[src/rtl/mxs_pkg.sv]
package mxs_pkg;
  localparam logic [1:0] SZ_BYTE = 2'd0;
  localparam logic [1:0] SZ_WORD = 2'd1;
  localparam logic [1:0] SZ_LONG = 2'd2;

  localparam logic [1:0] MODE_OFF   = 2'd0;
  localparam logic [1:0] MODE_FIXED = 2'd1;
  localparam logic [1:0] MODE_REMAP = 2'd2;

  typedef struct packed {
    logic [1:0] off;
    logic [1:0] size;
    logic [4:0] shift;
  } beat_t;

  function automatic logic [31:0] size_mask(input logic [1:0] sz);
    case (sz)
      SZ_LONG: size_mask = 32'hFFFF_FFFF;
      SZ_WORD: size_mask = 32'h0000_FFFF;
      default: size_mask = 32'h0000_00FF;
    endcase
  endfunction

  function automatic logic [31:0] wr_lane(input logic [31:0] wd, input logic [1:0] sz,
                                          input logic [4:0] sh);
    wr_lane = (wd >> sh) & size_mask(sz);
  endfunction

  function automatic logic [31:0] rd_lane(input logic [31:0] rd, input logic [1:0] sz,
                                          input logic [4:0] sh);
    rd_lane = (rd & size_mask(sz)) << sh;
  endfunction
endpackage

[src/rtl/mxs_addr_remap.sv]
module mxs_addr_remap
  import mxs_pkg::*;
#(
  parameter int          ADDR_W   = 32,
  parameter int          KEEP_W   = 24,
  parameter int          NARROW_W = 20,
  parameter logic [31:0] HI_LO    = 32'h00A0_0000,
  parameter logic [31:0] HI_TOP   = 32'h00DF_FFFF,
  parameter logic [31:0] NR_LO    = 32'h00E0_0000,
  parameter logic [31:0] NR_TOP   = 32'h00EF_FFFF,
  parameter logic [31:0] TOP_LO   = 32'h00F0_0000,
  parameter logic [31:0] HI_SET   = 32'h4000_0000,
  parameter logic [31:0] NR_SET   = 32'hFE00_0000,
  parameter logic [31:0] TOP_SET  = 32'h5000_0000
) (
  input  logic [1:0]        mode,
  input  logic [ADDR_W-1:0] addr_in,
  output logic [ADDR_W-1:0] addr_out
);
  localparam logic [ADDR_W-1:0] KEEP_MASK   = ADDR_W'((64'd1 << KEEP_W) - 1);
  localparam logic [ADDR_W-1:0] NARROW_MASK = ADDR_W'((64'd1 << NARROW_W) - 1);

  logic [ADDR_W-1:0] kept;

  always_comb begin
    kept     = addr_in & KEEP_MASK;
    addr_out = addr_in;
    if (mode == MODE_REMAP) begin
      if (kept >= ADDR_W'(HI_LO) && kept <= ADDR_W'(HI_TOP))
        addr_out = kept | ADDR_W'(HI_SET);
      else if (kept >= ADDR_W'(NR_LO) && kept <= ADDR_W'(NR_TOP))
        addr_out = (kept & NARROW_MASK) | ADDR_W'(NR_SET);
      else if (kept >= ADDR_W'(TOP_LO))
        addr_out = kept | ADDR_W'(TOP_SET);
      else
        addr_out = kept;
    end
  end
endmodule

[src/rtl/mxs_beat_plan.sv]
module mxs_beat_plan
  import mxs_pkg::*;
(
  input  logic [1:0] size,
  input  logic [1:0] align,
  input  logic [1:0] idx,
  output beat_t      beat,
  output logic       last
);
  logic [1:0] nb_m1;

  always_comb begin
    beat  = '{off: 2'd0, size: SZ_BYTE, shift: 5'd0};
    nb_m1 = 2'd0;
    case (size)
      SZ_LONG: begin
        if (align == 2'd0) begin
          beat.size = SZ_LONG;
        end else if (!align[0]) begin
          nb_m1     = 2'd1;
          beat.size = SZ_WORD;
          if (idx == 2'd0) beat.shift = 5'd16;
          else             beat.off   = 2'd2;
        end else begin
          nb_m1 = 2'd2;
          case (idx)
            2'd0:    beat.shift = 5'd24;
            2'd1:    begin beat.off = 2'd1; beat.size = SZ_WORD; beat.shift = 5'd8; end
            default: beat.off = 2'd3;
          endcase
        end
      end
      SZ_WORD: begin
        if (!align[0]) begin
          beat.size = SZ_WORD;
        end else begin
          nb_m1 = 2'd1;
          if (idx == 2'd0) beat.shift = 5'd8;
          else             beat.off   = 2'd1;
        end
      end
      default: ;
    endcase
    last = (idx == nb_m1);
  end
endmodule

[src/rtl/misalign_xlat_seq.sv]
module misalign_xlat_seq
  import mxs_pkg::*;
#(
  parameter int ADDR_W = 32,
  parameter int DATA_W = 32
) (
  input  logic              clk,
  input  logic              rst,
  input  logic              mode_wr,
  input  logic [1:0]        mode_in,
  input  logic              req_valid,
  input  logic [ADDR_W-1:0] req_addr,
  input  logic [1:0]        req_size,
  input  logic              req_write,
  input  logic [DATA_W-1:0] req_wdata,
  output logic              busy,
  output logic              done,
  output logic [DATA_W-1:0] rdata,
  output logic              mem_req,
  output logic [ADDR_W-1:0] mem_addr,
  output logic [1:0]        mem_size,
  output logic              mem_write,
  output logic [DATA_W-1:0] mem_wdata,
  input  logic              mem_ack,
  input  logic [DATA_W-1:0] mem_rdata
);
  localparam int IDX_W = 2;

  logic [1:0]        mode_q;
  logic              active;
  logic [ADDR_W-1:0] base_q;
  logic [1:0]        size_q;
  logic              write_q;
  logic [DATA_W-1:0] wdata_q;
  logic [IDX_W-1:0]  idx_q;
  logic [DATA_W-1:0] acc_q;
  logic [1:0]        cur_size;
  logic [4:0]        cur_shift;
  logic              cur_last;

  logic              accept, beat_ack;
  logic [ADDR_W-1:0] xaddr;
  logic [ADDR_W-1:0] plan_base;
  logic [1:0]        plan_sz;
  logic [IDX_W-1:0]  plan_idx;
  logic [DATA_W-1:0] plan_wd;
  beat_t             plan;
  logic              plan_last;
  logic [DATA_W-1:0] lane_in;

  assign accept   = req_valid && !active;
  assign beat_ack = active && mem_req && mem_ack;
  assign busy     = active;

  mxs_addr_remap #(.ADDR_W(ADDR_W)) u_remap (
    .mode     (mode_q),
    .addr_in  (req_addr),
    .addr_out (xaddr)
  );

  always_comb begin
    if (accept) begin
      plan_base = xaddr;
      plan_sz   = req_size;
      plan_idx  = '0;
      plan_wd   = req_wdata;
    end else begin
      plan_base = base_q;
      plan_sz   = size_q;
      plan_idx  = idx_q + IDX_W'(1);
      plan_wd   = wdata_q;
    end
  end

  mxs_beat_plan u_plan (
    .size  (plan_sz),
    .align (plan_base[1:0]),
    .idx   (plan_idx),
    .beat  (plan),
    .last  (plan_last)
  );

  assign lane_in = rd_lane(mem_rdata, cur_size, cur_shift);

  always_ff @(posedge clk) begin
    if (rst) begin
      mode_q    <= MODE_OFF;
      active    <= 1'b0;
      base_q    <= '0;
      size_q    <= SZ_BYTE;
      write_q   <= 1'b0;
      wdata_q   <= '0;
      idx_q     <= '0;
      acc_q     <= '0;
      cur_size  <= SZ_BYTE;
      cur_shift <= '0;
      cur_last  <= 1'b0;
      done      <= 1'b0;
      rdata     <= '0;
      mem_req   <= 1'b0;
      mem_addr  <= '0;
      mem_size  <= SZ_BYTE;
      mem_write <= 1'b0;
      mem_wdata <= '0;
    end else begin
      done <= 1'b0;
      if (mode_wr) mode_q <= mode_in;
      if (accept) begin
        active    <= 1'b1;
        base_q    <= xaddr;
        size_q    <= req_size;
        write_q   <= req_write;
        wdata_q   <= req_wdata;
        idx_q     <= '0;
        acc_q     <= '0;
        mem_req   <= 1'b1;
        mem_addr  <= xaddr + ADDR_W'(plan.off);
        mem_size  <= plan.size;
        mem_write <= req_write;
        mem_wdata <= wr_lane(plan_wd, plan.size, plan.shift);
        cur_size  <= plan.size;
        cur_shift <= plan.shift;
        cur_last  <= plan_last;
      end else if (beat_ack) begin
        if (cur_last) begin
          active  <= 1'b0;
          mem_req <= 1'b0;
          done    <= 1'b1;
          if (!write_q) rdata <= acc_q | lane_in;
        end else begin
          idx_q     <= plan_idx;
          acc_q     <= acc_q | lane_in;
          mem_addr  <= base_q + ADDR_W'(plan.off);
          mem_size  <= plan.size;
          mem_wdata <= wr_lane(plan_wd, plan.size, plan.shift);
          cur_size  <= plan.size;
          cur_shift <= plan.shift;
          cur_last  <= plan_last;
        end
      end
    end
  end

  // an unacknowledged beat holds still
  p_beat_hold_r11: assert property (@(posedge clk) disable iff (rst)
    mem_req && !mem_ack |=> mem_req && $stable(mem_addr) && $stable(mem_size)
                            && $stable(mem_write) && $stable(mem_wdata));

  // a following beat of the same access sits at a higher address
  p_ascending_r11: assert property (@(posedge clk) disable iff (rst)
    mem_req && $past(mem_req && mem_ack) |-> mem_addr > $past(mem_addr));

  // dword beats are 4-aligned
  p_dword_aligned_r6: assert property (@(posedge clk) disable iff (rst)
    mem_req && mem_size == SZ_LONG |-> mem_addr[1:0] == 2'd0);

  // word beats are 2-aligned
  p_word_aligned_r9: assert property (@(posedge clk) disable iff (rst)
    mem_req && mem_size == SZ_WORD |-> !mem_addr[0]);

  // done lasts one cycle and follows an acknowledge
  p_done_pulse_r12: assert property (@(posedge clk) disable iff (rst)
    done |=> !done);

  p_done_after_ack_r12: assert property (@(posedge clk) disable iff (rst)
    $rose(done) |-> $past(mem_req && mem_ack));

  // result stays put in the cycle after done
  p_rdata_hold_r12: assert property (@(posedge clk) disable iff (rst)
    done |=> $stable(rdata));
endmodule

[config.mk]
export PLATFORM = sky130hd
export DESIGN_NAME = misalign_xlat_seq
export DESIGN_NICKNAME = d
export VERILOG_FILES = /design/src/rtl/mxs_pkg.sv /design/src/rtl/mxs_addr_remap.sv /design/src/rtl/mxs_beat_plan.sv /design/src/rtl/misalign_xlat_seq.sv
export SDC_FILE = /design/constraint.sdc
export NUM_CORES = 1
export LEC_CHECK = 0
export BUFFER_PORTS_ARGS = -buffer_cell sky130_fd_sc_hd__clkbuf_2
export CAP_MARGIN = 20
export CORE_UTILIZATION = 44
export DETAILED_ROUTE_END_ITERATION = 7
export GPL_ROUTABILITY_DRIVEN = 1
export PLACE_DENSITY_LB_ADDON = 0.15
export SYNTH_ARGS = -nofsm -noshare
export SYNTH_HDL_FRONTEND = slang
export SYNTH_SLANG_ARGS = --single-unit
[constraint.sdc]
create_clock -name clk -period 4.52 [get_ports clk]
set_input_delay 0.226 -clock clk [delete_from_list [all_inputs] [get_ports clk]]
set_output_delay 0.226 -clock clk [all_outputs]
set_load 0.02 [all_outputs]
* Yosys cells after proc, flatten, opt, wreduce, memory -nomap -nowiden *
Cells that the tools add are included.

word-level totals
  register bits after elaboration = 209
  latch bits = 0
  memory bits (writable) = 0
  memory bits (read-only) = 0
  bits of input ports = 106
  output and inout bits = 102
  word-level logic and storage cells = 113
  memories = 0

operators by class
  add/sub/neg operators = 3
  multipliers = 0
  div/mod/pow operators = 0
  magnitude comparators = 5
  equality and inequality tests = 10
  shift-type cells = 2
  muxes and demuxes = 54
  bitwise gates (word level) = 8
  reduce and logical (&&, ||, !) cells = 15

operator list
  cell                                                             number
  32-bit two-way mux                                               16
  32-bit one-hot mux with 2 select lines                           2
  32-bit AND                                                       3
  24-bit >= comparator, second input constant                      3
  32-bit by 2-bit adder with 32-bit output                         2
  24-bit less-or-equal comparator, second input constant           2
  32-bit OR                                                        1
  32-bit by 5-bit left shift with 32-bit output                    1
  32-bit by 5-bit >> shifter with 32-bit output                    1
  31-bit two-way mux                                               1
  5-bit two-way mux                                                6
  2-bit two-way mux                                                12
  9-bit one-hot mux with 2 select lines                            1
  1-bit two-way mux                                                11
  5-bit one-hot mux with 2 select lines                            1
  9-bit two-way mux                                                1
  2-bit by 1-bit == test with 1-bit output, second input constant  4
  2-bit == test, second input constant                             4
  2-bit one-hot mux with 2 select lines                            2
  2-bit AND reduction                                              3
  1-bit logical AND                                                4
  2-bit logical NOT                                                2
  4-bit two-way mux                                                1
  1-bit inverter                                                   4
  other kinds (8)                                                  9

* Logic depth before layout (Yosys ltp) *
Gate-level depths: netlist (run 1).

  word-level depth = 19
  depth in mapped cells = 17
  mapped depth without buffers = 13

* By module *
A second synthesis (run 1) with hierarchy kept.

unflattened totals
  cell total of the unflattened synthesis = 1489
  area, all modules = 12604.6 µm²

by module, submodules not included
  module             times used  cells an instance  area each (µm²)  sequential area each (µm²)
  misalign_xlat_seq  1           1410               12084.1          4184.0
  mxs_addr_remap     1           45                 307.8            0.0
  mxs_beat_plan      1           34                 212.7            0.0

* Least setup slack after synthesis (run 1) *
No wires, ideal clock.

  path kind = register to register
  from = register active (netlist: busy)
  to = register mem_addr[17]
  library setup time = 0.062 ns
  data arrival time = 3.944 ns
  required time = 4.458 ns
  slack = 0.514 ns
  cell stages (with the launch flop) = 17
  path buffers = 4
  clock period less this slack = 4.006 ns
  path through = dfxtp_1 and2b_2 buf_6 buf_4 buf_2 buf_2 mux2i_1 ha_1 o311ai_0 a211oi_1 ha_1 a21oi_1 inv_1 nand4_2 nor3_1 a2111o_1 nand3_1

on the way
  cells in the longest elaborated chain, start to end = 12
  elaborated cells between the ends (all ways) = 26
  those cells by class = 2 x add/sub; 4 x eq/ne; 13 x mux; 7 x reduce/logical

RTL lines
  what                                                                           RTL line                                                       RTL
  start: declaration                                                             misalign_xlat_seq.sv:30                                        logic active;
  start signal: assignment                                                       misalign_xlat_seq.sv:88                                        active <= 1'b0;
  start signal: assignment                                                       misalign_xlat_seq.sv:109                                       active <= 1'b1;
  start signal: assignment                                                       misalign_xlat_seq.sv:126                                       active <= 1'b0;
  1-bit logical NOT                                                              misalign_xlat_seq.sv:51                                        assign accept = req_valid && !active;
  1-bit logical AND                                                              misalign_xlat_seq.sv:51
  2-bit two-way mux                                                              misalign_xlat_seq.sv:62                                        if (accept) begin
  2-bit by 1-bit == test with 1-bit output or 2-bit logical NOT (tied branches)  mxs_beat_plan.sv:26, mxs_beat_plan.sv:22, mxs_beat_plan.sv:38
  2-bit one-hot mux with 2 select lines or 2-bit two-way mux (tied branches)     mxs_beat_plan.sv:26, mxs_beat_plan.sv:22
  9-bit two-way mux                                                              mxs_beat_plan.sv:19                                            end else if (!align[0]) begin
  2-bit two-way mux                                                              mxs_beat_plan.sv:17                                            if (align == 2'd0) begin
  9-bit one-hot mux with 2 select lines                                          mxs_beat_plan.sv:15                                            case (size)
  32-bit by 2-bit adder with 32-bit output                                       misalign_xlat_seq.sv:133                                       mem_addr <= base_q + ADDR_W'(plan.off);
  32-bit two-way mux                                                             misalign_xlat_seq.sv:125                                       if (cur_last) begin
  32-bit two-way mux                                                             misalign_xlat_seq.sv:124                                       end else if (beat_ack) begin
  32-bit two-way mux                                                             misalign_xlat_seq.sv:108                                       if (accept) begin
  end signal: assignment                                                         misalign_xlat_seq.sv:117                                       mem_addr <= xaddr + ADDR_W'(plan.off);
  end signal: assignment                                                         misalign_xlat_seq.sv:133
  end: declaration                                                               misalign_xlat_seq.sv:20                                        output logic [ADDR_W-1:0] mem_addr,

Parallel ways exist; a longest one is shown, timed or not. The select of a mux whose other input is x is not followed.
A chain may end at the register's enable or synchronous reset.

* Worst setup path after layout (run 1) *
  from = register active (netlist: busy)
  to = register mem_addr[30]

The elaborated chain is that of the path after synthesis.

==> results of run 1 <==
-- worst min-delay path, stage by stage --
cell,delay [ns]
clkbuf_2,0.08
mux2i_1,0.07
nor2_1,0.09
-- flip-flops by register name, indices dropped and copies added, names as in the netlist --
name,flops
cur_last,1
mem_addr,32
rdata,32
idx_q,2
base_q,32
acc_q,32
size_q,2
cur_size,2
mem_wdata,32
cur_shift,2
write_q,1
mode_q,2
wdata_q,32
busy,1
done,1
-- power by group through the flow --
| stage | sequential, µW | clock, µW | combinational [µW] |
|---|---|---|---|
| floorplan | 2040 | 0 | 374 |
| global placement | 2000 | 0 | 630 |
| detailed placement | 2000 | 0 | 635 |
| CTS | 1960 | 1990 | 646 |
| global route | 1970 | 2070 | 711 |
| finish | 1960 | 1950 | 646 |
-- cell type report --
class	count	area share (%)
Multi-Input combinational cell	744	41.5
Sequential cell	206	36.5
Timing Repair Buffer	233	11.2
Clock buffer	32	5.92
Tap cell	270	2.99
Clock inverter	8	1.10
Inverter	23	0.763
Antenna cell	1	0.0221
-- layer usage --
| layer | track usage (%) | wire (µm) | up-vias |
|---|---|---|---|
| met4 | 7.14 | 523 | 0 |
| met5 | 0 | 0 | - |
| met1 | 31.3 | 11400 | 3803 |
| met2 | 36.8 | 11600 | 256 |
| met3 | 4.81 | 1860 | 37 |
| li1 | - | - | 4106 |
-- what timing repair did --
item	4_1_cts	5_1_grt
hold buffers	13	0
endpoints found under the hold margin	11	0
resized for setup	0	0
-- cell families after synthesis --
logic type / count (synthesis) / share of synthesized area (%)
DFF: 206 / 44.7
xor gates and xnor gates: 14 / 1.33
muxes: 102 / 11.4
and+or+nand+nor: 386 / 20.1
AOI/OAI and AO/OA: 235 / 16.8
adders and majority gates: 7 / 1.03
buffers and inverters: 99 / 4.70
-- cell usage after synthesis, types with 5 or more instances --
library cell | n | area share (%)
dfxtp_1 | 206 | 45
nor2_1 | 192 | 7.8
mux2i_1 | 86 | 9.3
nand2_1 | 65 | 2.6
a21oi_1 | 55 | 3.0
o21ai_0 | 52 | 2.8
clkbuf_1 | 50 | 2.0
a211oi_1 | 35 | 2.8
nor3_1 | 23 | 1.2
inv_1 | 22 | 0.89
a22oi_1 | 21 | 1.7
nand3_1 | 20 | 1.1
nand3b_1 | 19 | 1.5
a221oi_1 | 12 | 1.1
mux2_2 | 12 | 1.5
a311oi_1 | 10 | 0.95
buf_2 | 10 | 0.54
nor4_1 | 10 | 0.68
o22ai_1 | 10 | 0.68
xor2_1 | 10 | 0.95
a32o_1 | 8 | 0.87
nand2b_1 | 7 | 0.47
a31oi_1 | 6 | 0.41
buf_1 | 6 | 0.24
ha_1 | 6 | 0.81
a21o_1 | 5 | 0.41
and2_1 | 5 | 0.34
and3_1 | 5 | 0.34
buf_4 | 5 | 0.41
-- metrics by stage --
stage	utilization (%)	cells	total power [µW]	cell area, µm²	hold WS, ns
finish	55.4	1517	4550	11300	0.00377
global route	55.4	1517	4740	11300	0.0164
CTS	55.4	1516	4600	11300	0.000213
detailed placement	50.8	1463	2630	10400	0.444
global placement	50.8	1462	2630	10400	0.440
floorplan	-	1049	2420	9230	0.362
-- path summary, 6_finish.rpt --
kind                             from  cells past startpoint  slack, ns                        end
max                 busy$_SDFFE_PP0P_                     10       0.45  mem_addr[30]$_SDFFE_PP0P_
min                      req_wdata[4]                      3      0.004      wdata_q[4]$_SDFF_PP0_
max reg2reg         busy$_SDFFE_PP0P_                     10       0.45  mem_addr[30]$_SDFFE_PP0P_
min reg2reg  mem_addr[5]$_SDFFE_PP0P_                      2       0.45   mem_addr[5]$_SDFFE_PP0P_
==> results.sh, run 1 <==
export IMPL_cp_top_family="simple AND/OR/NAND/NOR gates"
export IMPL_tightest_slew_ns=1.04
export IMPL_hold_viol=0
export IMPL_p_leak_uw=0.00475
export IMPL_area_growth_pct=22.5
export IMPL_fin_tns_setup_ns=0
export IMPL_crit_type="flip-flop to flip-flop"
export IMPL_fmax_mhz=246
export IMPL_num_rows=52
export IMPL_power_density_nw_per_um2=402
export IMPL_switchingPower_uw=1200
export IMPL_grt_pass1_vias=7716
export IMPL_gp_congestion=0.831
export IMPL_cp_required_ns=4.93
export IMPL_die_area_um2=21600
export IMPL_rsz0062_at_grt="false"
export IMPL_drtIter0Drc=473
export IMPL_cp_max_fo=16
export IMPL_relSlewSlack_pct=30.2
export IMPL_setup_viol=0
export IMPL_ys_flop_type="dfxtp_1"
export IMPL_layout_drive_gt1_share_pct=23.8
export IMPL_drv_cap=0
export IMPL_cp_common_cell="nand4_1"
export IMPL_die_width_um=147
export IMPL_seq_power_share_pct=43.0
export IMPL_slowest_stage="nor3_4"
export IMPL_start_util_pct=45.2
export IMPL_drt_pass1_iter_count=5
export IMPL_htree_levels=1
export IMPL_syn_nets=1162
export IMPL_synthCells=1049
export IMPL_p_sw_share_pct=26.4
export IMPL_ios=208
export IMPL_period_share_pct=90.1
export IMPL_pwr_share_clk_pct=42.8
export IMPL_grt_ovfl_total=0
export IMPL_route_detailed_drc=0
export IMPL_yosys_cell_types_count=65
export IMPL_status="complete, no violations"
export IMPL_worstSetupEndpointType="flip-flop"
export IMPL_setup_ws_ns=0.449
export IMPL_worst_setup_path_start_kind="flip-flop"
export IMPL_track_usage_pct=23.1
export IMPL_dpl_worst_slack_ns=0.388
export IMPL_grt_pass1_wl_mm=40.5
export IMPL_hold_class="input port to flip-flop"
export IMPL_vias=8202
export IMPL_intPower_uw=3350
export IMPL_period_needed_ns=4.07
export IMPL_wl_per_cell_um=16.7
export IMPL_combPwrFrac_pct=14.2
export IMPL_cts_tree="yes"
export IMPL_final_cell_mix="206 x dfxtp_1, 206 x clkbuf_2, 190 x nor2_1, 86 x mux2i_1, 64 x nand2_1"
export IMPL_post_cts_buffers=0
export IMPL_yosysWarnings=0
export IMPL_grt_antenna_before_repair=1
export IMPL_nFillCells=1960
export IMPL_clock_latency_ns=0.51
export IMPL_fin_nets=1344
export IMPL_synth_ff_latch_count=206
export IMPL_multi_input_area_um2=4700
export IMPL_seqCellArea_um2=4120
export IMPL_async_flop_share_pct=0
export IMPL_grt_max_degree=77
export IMPL_ctsRootBufferMaster="clkbuf_16"
export IMPL_synth_area_um2=9230
export IMPL_via_per_inst=5.41
export IMPL_core_area_um2=20400
export IMPL_worstPathCellList="and2b_4, mux2i_1, ha_1, o311ai_0, a211oi_1, fa_1, nand4_1, nor3_4, nand4_1, a311oi_1"
export IMPL_clock_skew_ns=0.00790
export IMPL_ys_seq_area_share_pct=44.7
export IMPL_dp_hpwl_mm=17.4
export IMPL_cp_arrival_ns=4.49
export IMPL_critPathBufInv=0
export IMPL_peakVddDrop_v=0.000286
export IMPL_slew_viol_final=0
export IMPL_die_h_um=147
export IMPL_portBuffers=207
export IMPL_clk_path_buf_depth=3
export IMPL_cts_sinks=206
export IMPL_ant_nets=0
export IMPL_syn_avg_cell_area_um2=8.80
export IMPL_synth_edff_count=0
export IMPL_wl_mm=25.3
export IMPL_crit_path_max_incr_delay_ns=0.53
export IMPL_cts_buffers=23
export IMPL_clk_pin_slew_ns=0.06
Note: power is estimated with default switching activity, not from simulation.
==> inputs of run 2 (changes only) <==
- CORE_UTILIZATION: 44 -> 54
- RECOVER_POWER: not set -> 50
==> results.sh, run 2 (synthesis gave the netlist of run 1 again) <==
export IMPL_status="finished with violations"
export IMPL_violations="capacitance limit, slew limit"
export IMPL_clock_skew_ns=0.0127
export IMPL_via_per_inst=5.72
export IMPL_peakVddDrop_v=0.000258
export IMPL_die_area_um2=17600
export IMPL_reg2reg_slack_ns=0.67
export IMPL_cts_sinks=206
export IMPL_instances_no_fill=1460
export IMPL_portBuffers=207
export IMPL_die_h_um=133
export IMPL_critPathLaunch="rst"
export IMPL_drtIter0Drc=660
export IMPL_route_detailed_drc=0
export IMPL_worst_setup_path_start_kind="input port"
export IMPL_period_needed_ns=3.96
export IMPL_layout_drive_gt1_share_pct=15.2
export IMPL_worstSetupEndpointType="flip-flop"
export IMPL_num_rows=47
export IMPL_hold_end="wdata_q[2]$_SDFF_PP0_"
export IMPL_gp_congestion=0.835
export IMPL_diodes=0
export IMPL_grt_max_degree=110
export IMPL_p_leak_uw=0.00434
export IMPL_worstRegToRegCells=12
export IMPL_period_share_pct=87.6
export IMPL_wl_per_cell_um=17.1
export IMPL_cts_buffers=23
export IMPL_final_cell_mix="206 x dfxtp_1, 190 x nor2_1, 111 x clkbuf_1, 104 x clkbuf_2, 86 x mux2i_1"
export IMPL_final_cell_area_um2=11000
export IMPL_post_cts_buffers=0
export IMPL_die_width_um=133
export IMPL_nFillCells=1507
export IMPL_dp_hpwl_mm=17.0
export IMPL_ant_nets=0
export IMPL_area_growth_pct=18.8
export IMPL_setup_viol=0
export IMPL_grt_pass1_wl_mm=39.8
export IMPL_power_density_nw_per_um2=395
export IMPL_wl_mm=25.0
export IMPL_hold_viol=0
export IMPL_vias=8344
export IMPL_grt_ovfl_total=0
export IMPL_layout_commonest_cell="dfxtp_1"
export IMPL_clock_latency_ns=0.50
export IMPL_fmax_mhz=253
export IMPL_slew_viol_final=75
export IMPL_dp_cells=1414
export IMPL_fin_nets=1339
export IMPL_cts_tree="yes"
export IMPL_clk_path_buf_depth=3
export IMPL_hold_depth=3
export IMPL_ios=208
export IMPL_utilization_pct=65.9
export IMPL_hold_class="input port to flip-flop"
export IMPL_fin_tns_setup_ns=0
export IMPL_total_power_uw=4330
export IMPL_grt_antenna_before_repair=0
export IMPL_rsz0062_at_grt="false"
export IMPL_crit_type="input port to flip-flop"
export IMPL_timing_rr_end="mem_addr[29]$_SDFFE_PP0P_"
export IMPL_track_usage_pct=27.7
export IMPL_cp_required_ns=4.91
export IMPL_tightest_slew_ns=3.21
export IMPL_drt_pass1_iter_count=5
export IMPL_placed_area_um2=10300
export IMPL_htree_levels=1
export IMPL_start_util_pct=55.5
export IMPL_r2r_start="busy$_SDFFE_PP0P_"
export IMPL_cp_max_fo=109
export IMPL_relSlewSlack_pct=-114
export IMPL_hold_start="req_wdata[2]"
export IMPL_grt_pass1_vias=7728
export IMPL_drv_cap=1
export IMPL_clk_pin_slew_ns=0.06
export IMPL_cp_arrival_ns=4.35
export IMPL_ctsRootBufferMaster="clkbuf_16"
export IMPL_core_area_um2=16600
==> run 2: changes by cell type in the layout (fill, tap and decap cells not counted), sizes merged <==
cell	previous run	this run
diode	1	0
clkinv	3	4
dlygate4sd3	13	6
bufinv	3	0
buf	14	13
clkbuf	238	244
clkinvlp	2	0
==> run 2: report_power, final <==
group | total (µW) | switching (µW) | internal (µW)
logic | 633 | 410 | 222
registers | 1960 | 49.5 | 1910
clock network | 1740 | 720 | 1020
total | 4330 | 1180 | 3150
==> run 2: area by class of cell <==
class                      instances  area, µm²  share of cell area, %
inverter                          23       86.3                  0.787
clock inverter                     4       23.8                  0.217
clock buffer                      35        671                   6.11
tap                              220        275                   2.51
multi-input combinational        744       4690                   42.8
sequential                       206       4120                   37.6
timing repair buffer             228       1100                   9.99
==> run 2: timing repair <==
action                                 4_1_cts  5_1_grt
hold buffers                                 6        0
endpoints found under the hold margin        6        0
gates resized for setup                      0        0
==> run 2: worst max path at each step <==
stage	endpoint	slack, ns	cells after the start
finish	mem_addr[19]$_SDFFE_PP0P_	0.56	4
detailed placement	mem_addr[30]$_SDFFE_PP0P_	0.67	12
global route	mem_addr[19]$_SDFFE_PP0P_	0.20	4
floorplan	mem_addr[17]$_SDFFE_PP0P_	0.51	16
CTS	mem_addr[30]$_SDFFE_PP0P_	0.75	11
global placement	mem_addr[30]$_SDFFE_PP0P_	0.84	12
==> run 2: worst max-delay path, stage by stage <==
cell and delay (ns):
clkbuf_1 2.22, clkbuf_4 1.40, nor3_1 0.14, a211o_1 0.33
==> run 2: routing by layer <==
| layer | vias to the layer above | global-route usage [%] | share of wire [%] |
|---|---|---|---|
| met5 | - | 0 | 0 |
| met4 | 0 | 6.96 | 1.9 |
| met3 | 40 | 5.94 | 7.6 |
| met2 | 318 | 45.1 | 46 |
| met1 | 3901 | 37.5 | 45 |
| li1 | 4085 | - | - |
==> run 2: through the flow <==
stage                     setup slack [ns]  hold slack (ns)
final                                0.562           0.0113
after detailed placement             0.666            0.444
after global placement               0.840            0.441
after floorplan                      0.514            0.362
after global routing                 0.202           0.0185
after CTS                            0.755          0.00325
==> inputs of run 3 (changes only) <==
- RECOVER_POWER: 50 -> not set
==> results.sh, run 3 (synthesis gave the netlist of run 1 again) <==
export IMPL_status="complete, no violations"
export IMPL_die_width_um=133
export IMPL_reg2reg_slack_ns=0.74
export IMPL_die_area_um2=17600
export IMPL_pwr_share_clk_pct=40.0
export IMPL_clock_latency_ns=0.50
export IMPL_cp_top_family="simple AND/OR/NAND/NOR gates"
export IMPL_utilization_pct=66.8
export IMPL_grt_antenna_before_repair=0
export IMPL_grt_pass1_vias=7728
export IMPL_ant_nets=0
export IMPL_slowest_stage="nor3_4"
export IMPL_fin_tns_setup_ns=0
export IMPL_wl_per_cell_um=17.0
export IMPL_diodes=0
export IMPL_grt_ovfl_total=0
export IMPL_hold_end="wdata_q[6]$_SDFF_PP0_"
export IMPL_power_density_nw_per_um2=390
export IMPL_total_power_uw=4340
export IMPL_tightest_slew_ns=1.00
export IMPL_fin_nets=1339
export IMPL_grt_pass1_wl_mm=39.8
export IMPL_r2r_start="busy$_SDFFE_PP0P_"
export IMPL_cp_max_fo=11
export IMPL_timing_rr_end="mem_addr[30]$_SDFFE_PP0P_"
export IMPL_hold_class="input port to flip-flop"
export IMPL_final_cell_mix="206 x dfxtp_1, 206 x clkbuf_2, 190 x nor2_1, 86 x mux2i_1, 65 x nand2_1"
export IMPL_clk_path_buf_depth=3
export IMPL_start_util_pct=55.5
export IMPL_worstSetupEndpointType="flip-flop"
export IMPL_worst_setup_path_start_kind="flip-flop"
export IMPL_drt_pass1_iter_count=5
export IMPL_combPwrFrac_pct=14.9
export IMPL_grt_max_degree=110
export IMPL_rsz0062_at_grt="false"
export IMPL_fmax_mhz=265
export IMPL_dpl_worst_slack_ns=0.666
export IMPL_cp_common_cell="nand4_1"
export IMPL_crit_type="flip-flop to flip-flop"
export IMPL_cts_tree="yes"
export IMPL_worstRegToRegCells=10
export IMPL_layout_drive_gt1_share_pct=23.5
export IMPL_hold_viol=0
export IMPL_area_growth_pct=20.4
export IMPL_seq_power_share_pct=45.1
export IMPL_clk_pin_slew_ns=0.06
export IMPL_peakVddDrop_v=0.000254
export IMPL_p_leak_uw=0.00470
export IMPL_wl_mm=24.8
export IMPL_cts_resized=0
export IMPL_intPower_uw=3160
export IMPL_htree_levels=1
export IMPL_setup_viol=0
export IMPL_vias=8300
export IMPL_nFillCells=1445
export IMPL_hold_start="req_wdata[6]"
export IMPL_via_per_inst=5.68
export IMPL_placed_area_um2=10300
export IMPL_ios=208
export IMPL_setup_ws_ns=0.744
export IMPL_track_usage_pct=27.7
export IMPL_drv_cap=0
export IMPL_clock_skew_ns=0.0130
export IMPL_worstPathCellList="and2b_4, mux2i_1, ha_1, o311ai_0, a211oi_1, fa_1, nand4_1, nor3_4, nand4_1, a311oi_1"
export IMPL_relSlewSlack_pct=32.5
export IMPL_crit_path_max_incr_delay_ns=0.51
export IMPL_cts_buffers=23
export IMPL_slew_viol_final=0
export IMPL_die_h_um=133
export IMPL_switchingPower_uw=1180
export IMPL_portBuffers=207
export IMPL_cts_sinks=206
export IMPL_p_sw_share_pct=27.2
export IMPL_ctsRootBufferMaster="clkbuf_16"
export IMPL_num_rows=47
export IMPL_route_detailed_drc=0
export IMPL_core_area_um2=16600
export IMPL_period_share_pct=83.5
export IMPL_critPathBufInv=0
export IMPL_cp_required_ns=4.93
export IMPL_dp_hpwl_mm=17.0
export IMPL_hold_depth=3
export IMPL_final_cell_area_um2=11100
export IMPL_drtIter0Drc=620
export IMPL_period_needed_ns=3.78
export IMPL_gp_congestion=0.835
export IMPL_cp_arrival_ns=4.19
run 3: changes by cell type in the layout (fill, tap and decap cells not counted), sizes merged:
cell	before	now
clkbuf	244	241
buf	13	16
run 3: per-layer routing:
| metal | part of all wire [%] | up-vias | GRT usage, % |
|---|---|---|---|
| met2 | 46 | 320 | 45.1 |
| met5 | 0 | - | 0 |
| li1 | - | 4092 | - |
| met4 | 2.0 | 0 | 6.96 |
| met1 | 45 | 3848 | 37.5 |
| met3 | 7.3 | 40 | 5.94 |
run 3: worst reg2reg max path, delay by kind of cell, from the launching register on:
family	cells	cell delay, ns
AO/OA/AOI/OAI	3	0.97
adder cells (fa/ha/maj)	2	0.71
flip-flops	1	0.30
multiplexers	1	0.30
AND/OR/NAND/NOR	4	1.43
run 3: how the worst max path moves through the flow:
stage / startpoint / endpoint / slack, ns / cells after the start
after floorplan: busy$_SDFFE_PP0P_ / mem_addr[17]$_SDFFE_PP0P_ / 0.51 / 16
after global placement: req_valid / mem_addr[30]$_SDFFE_PP0P_ / 0.84 / 12
after detailed placement: req_valid / mem_addr[30]$_SDFFE_PP0P_ / 0.67 / 12
after CTS: busy$_SDFFE_PP0P_ / mem_addr[30]$_SDFFE_PP0P_ / 0.75 / 11
after global routing: busy$_SDFFE_PP0P_ / mem_addr[30]$_SDFFE_PP0P_ / 0.32 / 10
final: busy$_SDFFE_PP0P_ / mem_addr[30]$_SDFFE_PP0P_ / 0.74 / 10
run 3: per-stage QoR:
stage,hold slack (ns),instances
3_5_place_dp,0.444,1414
6_report,0.0103,1460
3_3_place_gp,0.441,1414
5_1_grt,0.0185,1460
4_1_cts,0.00325,1459
2_1_floorplan,0.362,1049
run 3: area by class of cell:
type	instances	area (µm²)	share of cell area, %
Timing Repair Buffer	228	1240	11.2
Tap cell	220	275	2.48
Sequential cell	206	4120	37.1
Multi-Input combinational cell	744	4690	42.2
Clock inverter	4	23.8	0.214
Inverter	23	86.3	0.776
Clock buffer	35	671	6.03
run 3: power by group through the flow:
stage / logic (µW) / clock network [µW] / registers [µW]
global route: 706 / 1830 / 1970
detailed placement: 634 / 0 / 2000
floorplan: 374 / 0 / 2040
CTS: 643 / 1760 / 1960
global placement: 625 / 0 / 2000
finish: 645 / 1740 / 1960
run 3: repair_timing:
item,in CTS,in global routing
hold buffers,6,0
setup buffers,0,0
hold endpoints to repair,6,0
